File: config.mk
export PLATFORM = sky130hd
export DESIGN_NAME = temp_slew_reporter
export DESIGN_NICKNAME = d
export VERILOG_FILES = /design/src/rtl/tsr_pkg.sv /design/src/rtl/tsr_cfg_reg.sv /design/src/rtl/tsr_sample_in.sv /design/src/rtl/tsr_dwell.sv /design/src/rtl/tsr_slew_core.sv /design/src/rtl/temp_slew_reporter.sv
export SDC_FILE = /design/constraint.sdc
export NUM_CORES = 1
export LEC_CHECK = 0
export ABC_AREA = 1
export CAP_MARGIN = 10
export CORE_MARGIN = 2
export CORE_UTILIZATION = 35
export CTS_CLUSTER_SIZE = 40
export DETAILED_ROUTE_END_ITERATION = 8
export DONT_BUFFER_PORTS = 1
export GPL_TIMING_DRIVEN = 0
export PLACE_DENSITY = 0.49
export SETUP_SLACK_MARGIN = 0.15
export SLEW_MARGIN = 10
export SYNTH_ARGS = -nofsm -noshare
export SYNTH_HDL_FRONTEND = slang
export SYNTH_SLANG_ARGS = --single-unit
File: constraint.sdc
create_clock -name clk -period 4.2 [get_ports clk]
set_input_delay 0.84 -clock clk [delete_from_list [all_inputs] [get_ports clk]]
set_output_delay 0.84 -clock clk [all_outputs]
set_load 0.005 [all_outputs]
File: src/rtl/tsr_pkg.sv
package tsr_pkg;
  // relation of the held sample to the reported value
  typedef enum logic [1:0] {
    REL_EQ = 2'd0,
    REL_UP = 2'd1,
    REL_DN = 2'd2
  } rel_e;
endpackage

File: src/rtl/tsr_cfg_reg.sv
module tsr_cfg_reg #(
  parameter int STEP_W = 5,
  localparam int CFG_W = 2 * STEP_W + 3
) (
  input  logic              clk,
  input  logic              rst_n,
  input  logic              wr,
  input  logic [CFG_W-1:0]  data,
  output logic [STEP_W-1:0] up_lim,
  output logic [STEP_W-1:0] dn_lim,
  output logic [1:0]        jump_code,
  output logic              dn_en
);
  logic [CFG_W-1:0] cfg_q;

  always_ff @(posedge clk) begin
    if (!rst_n)  cfg_q <= '0;
    else if (wr) cfg_q <= data;
  end

  logic [STEP_W-1:0] up_raw, dn_raw;
  assign up_raw    = cfg_q[STEP_W-1:0];
  assign jump_code = cfg_q[STEP_W+1:STEP_W];
  assign dn_en     = cfg_q[STEP_W+2];
  assign dn_raw    = cfg_q[CFG_W-1:STEP_W+3];

  // a zero step time behaves as one tick
  assign up_lim = (up_raw == '0) ? STEP_W'(1) : up_raw;
  assign dn_lim = (dn_raw == '0) ? STEP_W'(1) : dn_raw;

  assert_lim_nonzero_R4: assert property (@(posedge clk) disable iff (!rst_n)
    (up_lim != '0) && (dn_lim != '0));
endmodule

File: src/rtl/tsr_sample_in.sv
module tsr_sample_in #(
  parameter int TEMP_W = 11
) (
  input  logic              clk,
  input  logic              rst_n,
  input  logic              valid,
  input  logic [TEMP_W-1:0] temp,
  output logic              ready,
  output logic [TEMP_W-1:0] held,
  output logic              primed,
  output logic              load_first
);
  logic accept;
  assign accept     = valid && ready;
  assign load_first = accept && !primed;

  always_ff @(posedge clk) begin
    if (!rst_n) begin
      ready  <= 1'b0;
      held   <= '0;
      primed <= 1'b0;
    end else begin
      ready <= 1'b1;
      if (accept) begin
        held   <= temp;
        primed <= 1'b1;
      end
    end
  end

  assert_latest_held_R3: assert property (@(posedge clk) disable iff (!rst_n)
    $past(valid && ready) |-> (held == $past(temp)));
endmodule

File: src/rtl/tsr_dwell.sv
module tsr_dwell #(
  parameter int STEP_W = 5
) (
  input  logic              clk,
  input  logic              rst_n,
  input  logic              clear,
  input  logic              tick,
  input  logic [STEP_W-1:0] lim,
  output logic              step
);
  logic [STEP_W-1:0] cnt;
  logic [STEP_W:0]   nxt;

  assign nxt  = {1'b0, cnt} + 1'b1;
  assign step = tick && !clear && (nxt >= {1'b0, lim});

  always_ff @(posedge clk) begin
    if (!rst_n)             cnt <= '0;
    else if (clear || step) cnt <= '0;
    else if (tick)          cnt <= nxt[STEP_W-1:0];
  end

  // a count never survives a restart
  assert_restart_R8: assert property (@(posedge clk) disable iff (!rst_n)
    $past(clear) && !tick |-> (cnt == '0));
endmodule

File: src/rtl/tsr_slew_core.sv
module tsr_slew_core
  import tsr_pkg::*;
#(
  parameter int TEMP_W    = 11,
  parameter int STEP_W    = 5,
  parameter int FRAC_BITS = 3,
  localparam int THR_W    = TEMP_W + 4
) (
  input  logic              clk,
  input  logic              rst_n,
  input  logic              primed,
  input  logic              load_first,
  input  logic [TEMP_W-1:0] first_temp,
  input  logic [TEMP_W-1:0] held,
  input  logic              tick,
  input  logic [STEP_W-1:0] up_lim,
  input  logic [STEP_W-1:0] dn_lim,
  input  logic [1:0]        jump_code,
  input  logic              dn_en,
  output logic [TEMP_W-1:0] tctl
);
  localparam logic [THR_W-1:0] ONE_DEG = THR_W'(1) << FRAC_BITS;

  rel_e              rel, rel_q;
  logic [TEMP_W-1:0] diff_up;
  logic [THR_W-1:0]  thr;
  logic              jump, drop_now, step, clear;
  logic [STEP_W-1:0] lim;

  always_comb begin
    if (held > tctl)      rel = REL_UP;
    else if (held < tctl) rel = REL_DN;
    else                  rel = REL_EQ;
  end

  assign diff_up  = held - tctl;
  assign thr      = ONE_DEG << jump_code;
  assign jump     = (rel == REL_UP) && ({{(THR_W-TEMP_W){1'b0}}, diff_up} > thr);
  assign drop_now = (rel == REL_DN) && !dn_en;
  assign lim      = (rel == REL_DN) ? dn_lim : up_lim;
  assign clear    = !primed || load_first || (rel == REL_EQ) || (rel != rel_q)
                    || jump || drop_now;

  tsr_dwell #(.STEP_W(STEP_W)) u_dwell (
    .clk  (clk),
    .rst_n(rst_n),
    .clear(clear),
    .tick (tick),
    .lim  (lim),
    .step (step)
  );

  always_ff @(posedge clk) begin
    if (!rst_n) begin
      tctl  <= '0;
      rel_q <= REL_EQ;
    end else if (load_first) begin
      tctl  <= first_temp;
      rel_q <= REL_EQ;
    end else if (primed) begin
      rel_q <= rel;
      unique case (rel)
        REL_UP: begin
          if (jump)      tctl <= held;
          else if (step) tctl <= tctl + 1'b1;
        end
        REL_DN: begin
          if (drop_now)  tctl <= held;
          else if (step) tctl <= tctl - 1'b1;
        end
        default: ;
      endcase
    end
  end

  assert_reset_zero_R2: assert property (@(posedge clk) disable iff (!rst_n)
    !primed |-> (tctl == '0));

  // any change that is not a copy is a single LSB on a tick
  assert_unit_step_R5: assert property (@(posedge clk) disable iff (!rst_n)
    ($past(primed) && (tctl != $past(tctl)) && (tctl != $past(held)))
      |-> ($past(tick) && ((tctl == $past(tctl) + 1'b1) || (tctl == $past(tctl) - 1'b1))));

  assert_big_rise_R6: assert property (@(posedge clk) disable iff (!rst_n)
    $past(primed && (held > tctl) && ({4'b0, held - tctl} > (ONE_DEG << jump_code)))
      |-> (tctl == $past(held)));

  assert_no_down_slew_R7: assert property (@(posedge clk) disable iff (!rst_n)
    $past(primed && (held < tctl) && !dn_en) |-> (tctl == $past(held)));

  assert_hold_no_tick_R9: assert property (@(posedge clk) disable iff (!rst_n)
    $past(primed && !tick && (held >= tctl)
          && ({4'b0, held - tctl} <= (ONE_DEG << jump_code)))
      |-> (tctl == $past(tctl)));
endmodule

File: src/rtl/temp_slew_reporter.sv
module temp_slew_reporter #(
  parameter int TEMP_W    = 11,
  parameter int STEP_W    = 5,
  parameter int FRAC_BITS = 3,
  localparam int CFG_W    = 2 * STEP_W + 3
) (
  input  logic              clk,
  input  logic              rst_n,
  input  logic              cfg_wr,
  input  logic [CFG_W-1:0]  cfg_data,
  input  logic              tick,
  input  logic              meas_valid,
  output logic              meas_ready,
  input  logic [TEMP_W-1:0] meas_temp,
  output logic              rpt_valid,
  output logic [TEMP_W-1:0] rpt_temp
);
  logic [STEP_W-1:0] up_lim, dn_lim;
  logic [1:0]        jump_code;
  logic              dn_en, primed, load_first;
  logic [TEMP_W-1:0] held;

  tsr_cfg_reg #(.STEP_W(STEP_W)) u_cfg (
    .clk      (clk),
    .rst_n    (rst_n),
    .wr       (cfg_wr),
    .data     (cfg_data),
    .up_lim   (up_lim),
    .dn_lim   (dn_lim),
    .jump_code(jump_code),
    .dn_en    (dn_en)
  );

  tsr_sample_in #(.TEMP_W(TEMP_W)) u_in (
    .clk       (clk),
    .rst_n     (rst_n),
    .valid     (meas_valid),
    .temp      (meas_temp),
    .ready     (meas_ready),
    .held      (held),
    .primed    (primed),
    .load_first(load_first)
  );

  tsr_slew_core #(.TEMP_W(TEMP_W), .STEP_W(STEP_W), .FRAC_BITS(FRAC_BITS)) u_core (
    .clk       (clk),
    .rst_n     (rst_n),
    .primed    (primed),
    .load_first(load_first),
    .first_temp(meas_temp),
    .held      (held),
    .tick      (tick),
    .up_lim    (up_lim),
    .dn_lim    (dn_lim),
    .jump_code (jump_code),
    .dn_en     (dn_en),
    .tctl      (rpt_temp)
  );

  assign rpt_valid = primed;

  assert_valid_sticky_R2: assert property (@(posedge clk) disable iff (!rst_n)
    $past(rpt_valid) |-> rpt_valid);
endmodule

==> out/metrics.yaml <==
status: "completed"
globalplace.congestion: 0.863
die_x_um: 104
most_prevalent_standard_cell_on_the_critical_path: "sky130_fd_sc_hd__nand2_1"
post_synth_main_area_contributors: "sky130_fd_sc_hd__dfxtp_1 (25%), sky130_fd_sc_hd__nand2_1 (14%), sky130_fd_sc_hd__ha_1 (8.2%)"
grt_max_degree: 15
setup.worst_path.class: "flop to flop"
cts_buffers: 5
path_max_fanout: 10
critical-path-top-delay-family: "simple AND/OR/NAND/NOR gates"
cp_data_arrival_time_ns: 3.97
synthesis.area_per_instance_um2: 6.38
design.core.area_um2: 9730
grt_overflow_total: 0
postRouteAntennaNets: 0
worst_slack_ns: 0.426
ys_seq_elements: 44
post_dr_vias_cell: 4.98
floorplan.die_area_um2: 10800
fmaxAchievable_mhz: 265
worst_hold_path_type: "flop to flop"
max_slew.worst_pin.slew_ns: 0.561
floorplan.io_pins: 42
synthesis.instances: 547
antenna_violations_before_repair: 0
drt-wirelength-per-cell_um: 14.8
rsz0062_at_grt: "false"
clkLatencyLatePin_ns: 0.30
syn2layout_area_growth_pct: 10.9
ys_warn_count: 0
post_synth_num_cell_types: 38
ant_diodes: 0
setup.worst_path.start_class: "flop"
yosys.area.top_type: "sky130_fd_sc_hd__dfxtp_1"
critPathSlowestCell: "sky130_fd_sc_hd__ha_1"
die_h_um: 104
ctsHtreeMaxLevel: 2
final_core_utilization_pct: 39.8
path_buf_inv: 5
hold_ws_ns: 0.491
synth_sequential_area_ratio_pct: 25.3
post-route-min-period_ns: 3.77
postSynthNetCount: 600
fin_nets: 609
placementRows: 36
max_slew_vio_count: 0
initial_util_pct: 35.9
track_usage_pct: 18.7
length_of_the_first_detailed_routing_pass_in_iterations: 6
grt_pass1_wl_um: 16400
drv_cap: 0
cts_tree: "built"
vdd_ir_drop_max_mv: 0.171
endpoints_failing_setup: 0
yosysTopAreaCellShare_pct: 25.3
slew-limit-headroom_pct: 62.5
final_layout_size_suffix_gt1_share_pct: 10.6
worst_path_largest_cell_delay_ns: 0.43
clk_transition_reported_paths_ns: 0.09
worst_ep_required_time_ns: 4.40
finish.instance_area_um2: 3870
finalWirelength_um: 10200
place_ws_ns: -0.176
drc: 0
grt_pass1_vias: 3175
postPlaceCellArea_um2: 3650
final.period_utilization_pct: 89.9
first_iter_violations: 138
cts_buffer_depth: 2
netlist_area_pre_place_um2: 3490
cts_root_buf: "sky130_fd_sc_hd__clkbuf_8"
timing.final.hold_violations: 0
fin_worst_skew_ns: 0.00620
finalSetupTns_ns: 0
timing.critical_path.to_type: "flop"
io_buffer_count: 0
routed-via-count: 3437
dp_hpwl_um: 8250
pwr_density_nw_per_um2: 518
static-leakage-power_nw: 1.82
clkSinkCount: 44
[registers in the layout (all words and copies together), names as in the netlist]
register	flops
u_cfg.cfg_q	13
u_core.rel_q	2
u_core.tctl	11
u_core.u_dwell.cnt	5
u_in.held	11
u_in.primed	1
u_in.ready	1
[metal layers]
layer	vias up	part of all wire, %	track usage [%]
met5	-	0	0
li1	1771	-	-
met3	10	6.9	4.15
met4	0	1.3	4.15
met2	90	47	31.0
met1	1566	45	24.7
[cell usage in the layout (no fill, tap or decap), drive strengths merged, types with 3 or more instances in the layout]
cell type	synthesis	layout
xnor2	6	6
nand3	52	52
buf	4	7
or2	5	5
nand2	136	136
dfxtp	44	44
a21oi	41	41
a211oi	3	3
nor3	4	4
mux2i	3	3
ha	23	23
xor2	20	20
clkbuf	11	16
o22ai	3	3
inv	82	82
nor2	58	58
nand4	5	5
o21ai	35	35
[cells by family (layout without fill, tap and decap cells)]
group	after synthesis	after routing	synth area share [%]
xor gates and xnor gates	26	26	6.53
and+or+nand+nor	265	265	34.0
muxes	3	3	0.861
DFF	44	44	25.3
buffers and inverters	97	107	10.9
adders and majority gates	24	24	8.82
AOI/OAI and AO/OA	88	88	13.6
[synthesized netlist by cell type]
cell and number:
sky130_fd_sc_hd__nand2_1 127, sky130_fd_sc_hd__inv_1 76, sky130_fd_sc_hd__nor2_1 55, sky130_fd_sc_hd__nand3_1 49, sky130_fd_sc_hd__dfxtp_1 44, sky130_fd_sc_hd__a21oi_1 40
sky130_fd_sc_hd__o21ai_0 35, sky130_fd_sc_hd__ha_1 23, sky130_fd_sc_hd__xor2_1 20, sky130_fd_sc_hd__clkbuf_1 11, sky130_fd_sc_hd__inv_2 6, sky130_fd_sc_hd__xnor2_1 6
sky130_fd_sc_hd__nand4_1 5, sky130_fd_sc_hd__or2_2 5, sky130_fd_sc_hd__nand2_2 4, sky130_fd_sc_hd__nand2_4 4, sky130_fd_sc_hd__nor3_1 4, sky130_fd_sc_hd__a211oi_1 3
sky130_fd_sc_hd__mux2i_1 3, sky130_fd_sc_hd__nand3_2 3, sky130_fd_sc_hd__nor2_2 3, sky130_fd_sc_hd__a31oi_1 2, sky130_fd_sc_hd__buf_4 2, sky130_fd_sc_hd__nor3b_1 2
sky130_fd_sc_hd__o22ai_1 2, sky130_fd_sc_hd__a21boi_0 1, sky130_fd_sc_hd__a21oi_2 1, sky130_fd_sc_hd__and2_4 1, sky130_fd_sc_hd__buf_1 1, sky130_fd_sc_hd__buf_6 1
sky130_fd_sc_hd__fa_1 1, sky130_fd_sc_hd__nand2_8 1, sky130_fd_sc_hd__nand3b_1 1, sky130_fd_sc_hd__nor4_1 1, sky130_fd_sc_hd__o211ai_1 1, sky130_fd_sc_hd__o22ai_2 1
sky130_fd_sc_hd__o31ai_1 1, sky130_fd_sc_hd__o41ai_1 1
[through the flow]
stage	instances	total power, mW
3_3_place_gp	680	1.59
6_report	690	2.00
5_1_grt	690	2.18
2_1_floorplan	547	1.34
4_1_cts	688	1.96
3_5_place_dp	680	1.60
[where the power goes]
part           switching (mW)  leakage, nW  internal [mW]
clock                   0.161       0.0614          0.195
sequential             0.0524        0.365          0.465
combinational           0.713         1.39          0.417
total                   0.926         1.82           1.08
[path summary, 6_finish.rpt]
kind	startpoint	endpoint	slack (ns)	cells past startpoint
worst max-delay path	u_core.tctl[3]	u_core.tctl[8]	0.43	27
worst min-delay path	u_cfg.cfg_q[2]	u_cfg.cfg_q[2]	0.49	2
worst max register to register	u_core.tctl[3]	u_core.tctl[8]	0.43	27
worst min register to register	u_cfg.cfg_q[2]	u_cfg.cfg_q[2]	0.49	2
[cell type report]
cell class	instances	area, µm²
flip-flops and latches	44	888
fillers	1105	5860
inverters	82	308
clock buffers	6	82.6
well taps	133	166
repair buffers	2	15.0
plain buffers	15	82.6
multi-input cells	406	2290
clock inverters	2	38.8
[worst register-to-register path: cells and delay by family (launching register included)]
| kind | cells | cell delay, ns |
|---|---|---|
| fa+ha+maj | 2 | 0.65 |
| simple gates | 15 | 1.42 |
| flops | 1 | 0.40 |
| buf+inv | 5 | 0.62 |
| compound gates | 5 | 0.59 |
[what timing repair did]
action / in CTS / in global routing
resized for setup: 3 / 20
hold buffers: 0 / 0
pin swaps: 0 / 1
setup buffers: 0 / 2
setup endpoints to repair: 16 / 15
Note: power is estimated with default switching activity, not from simulation.
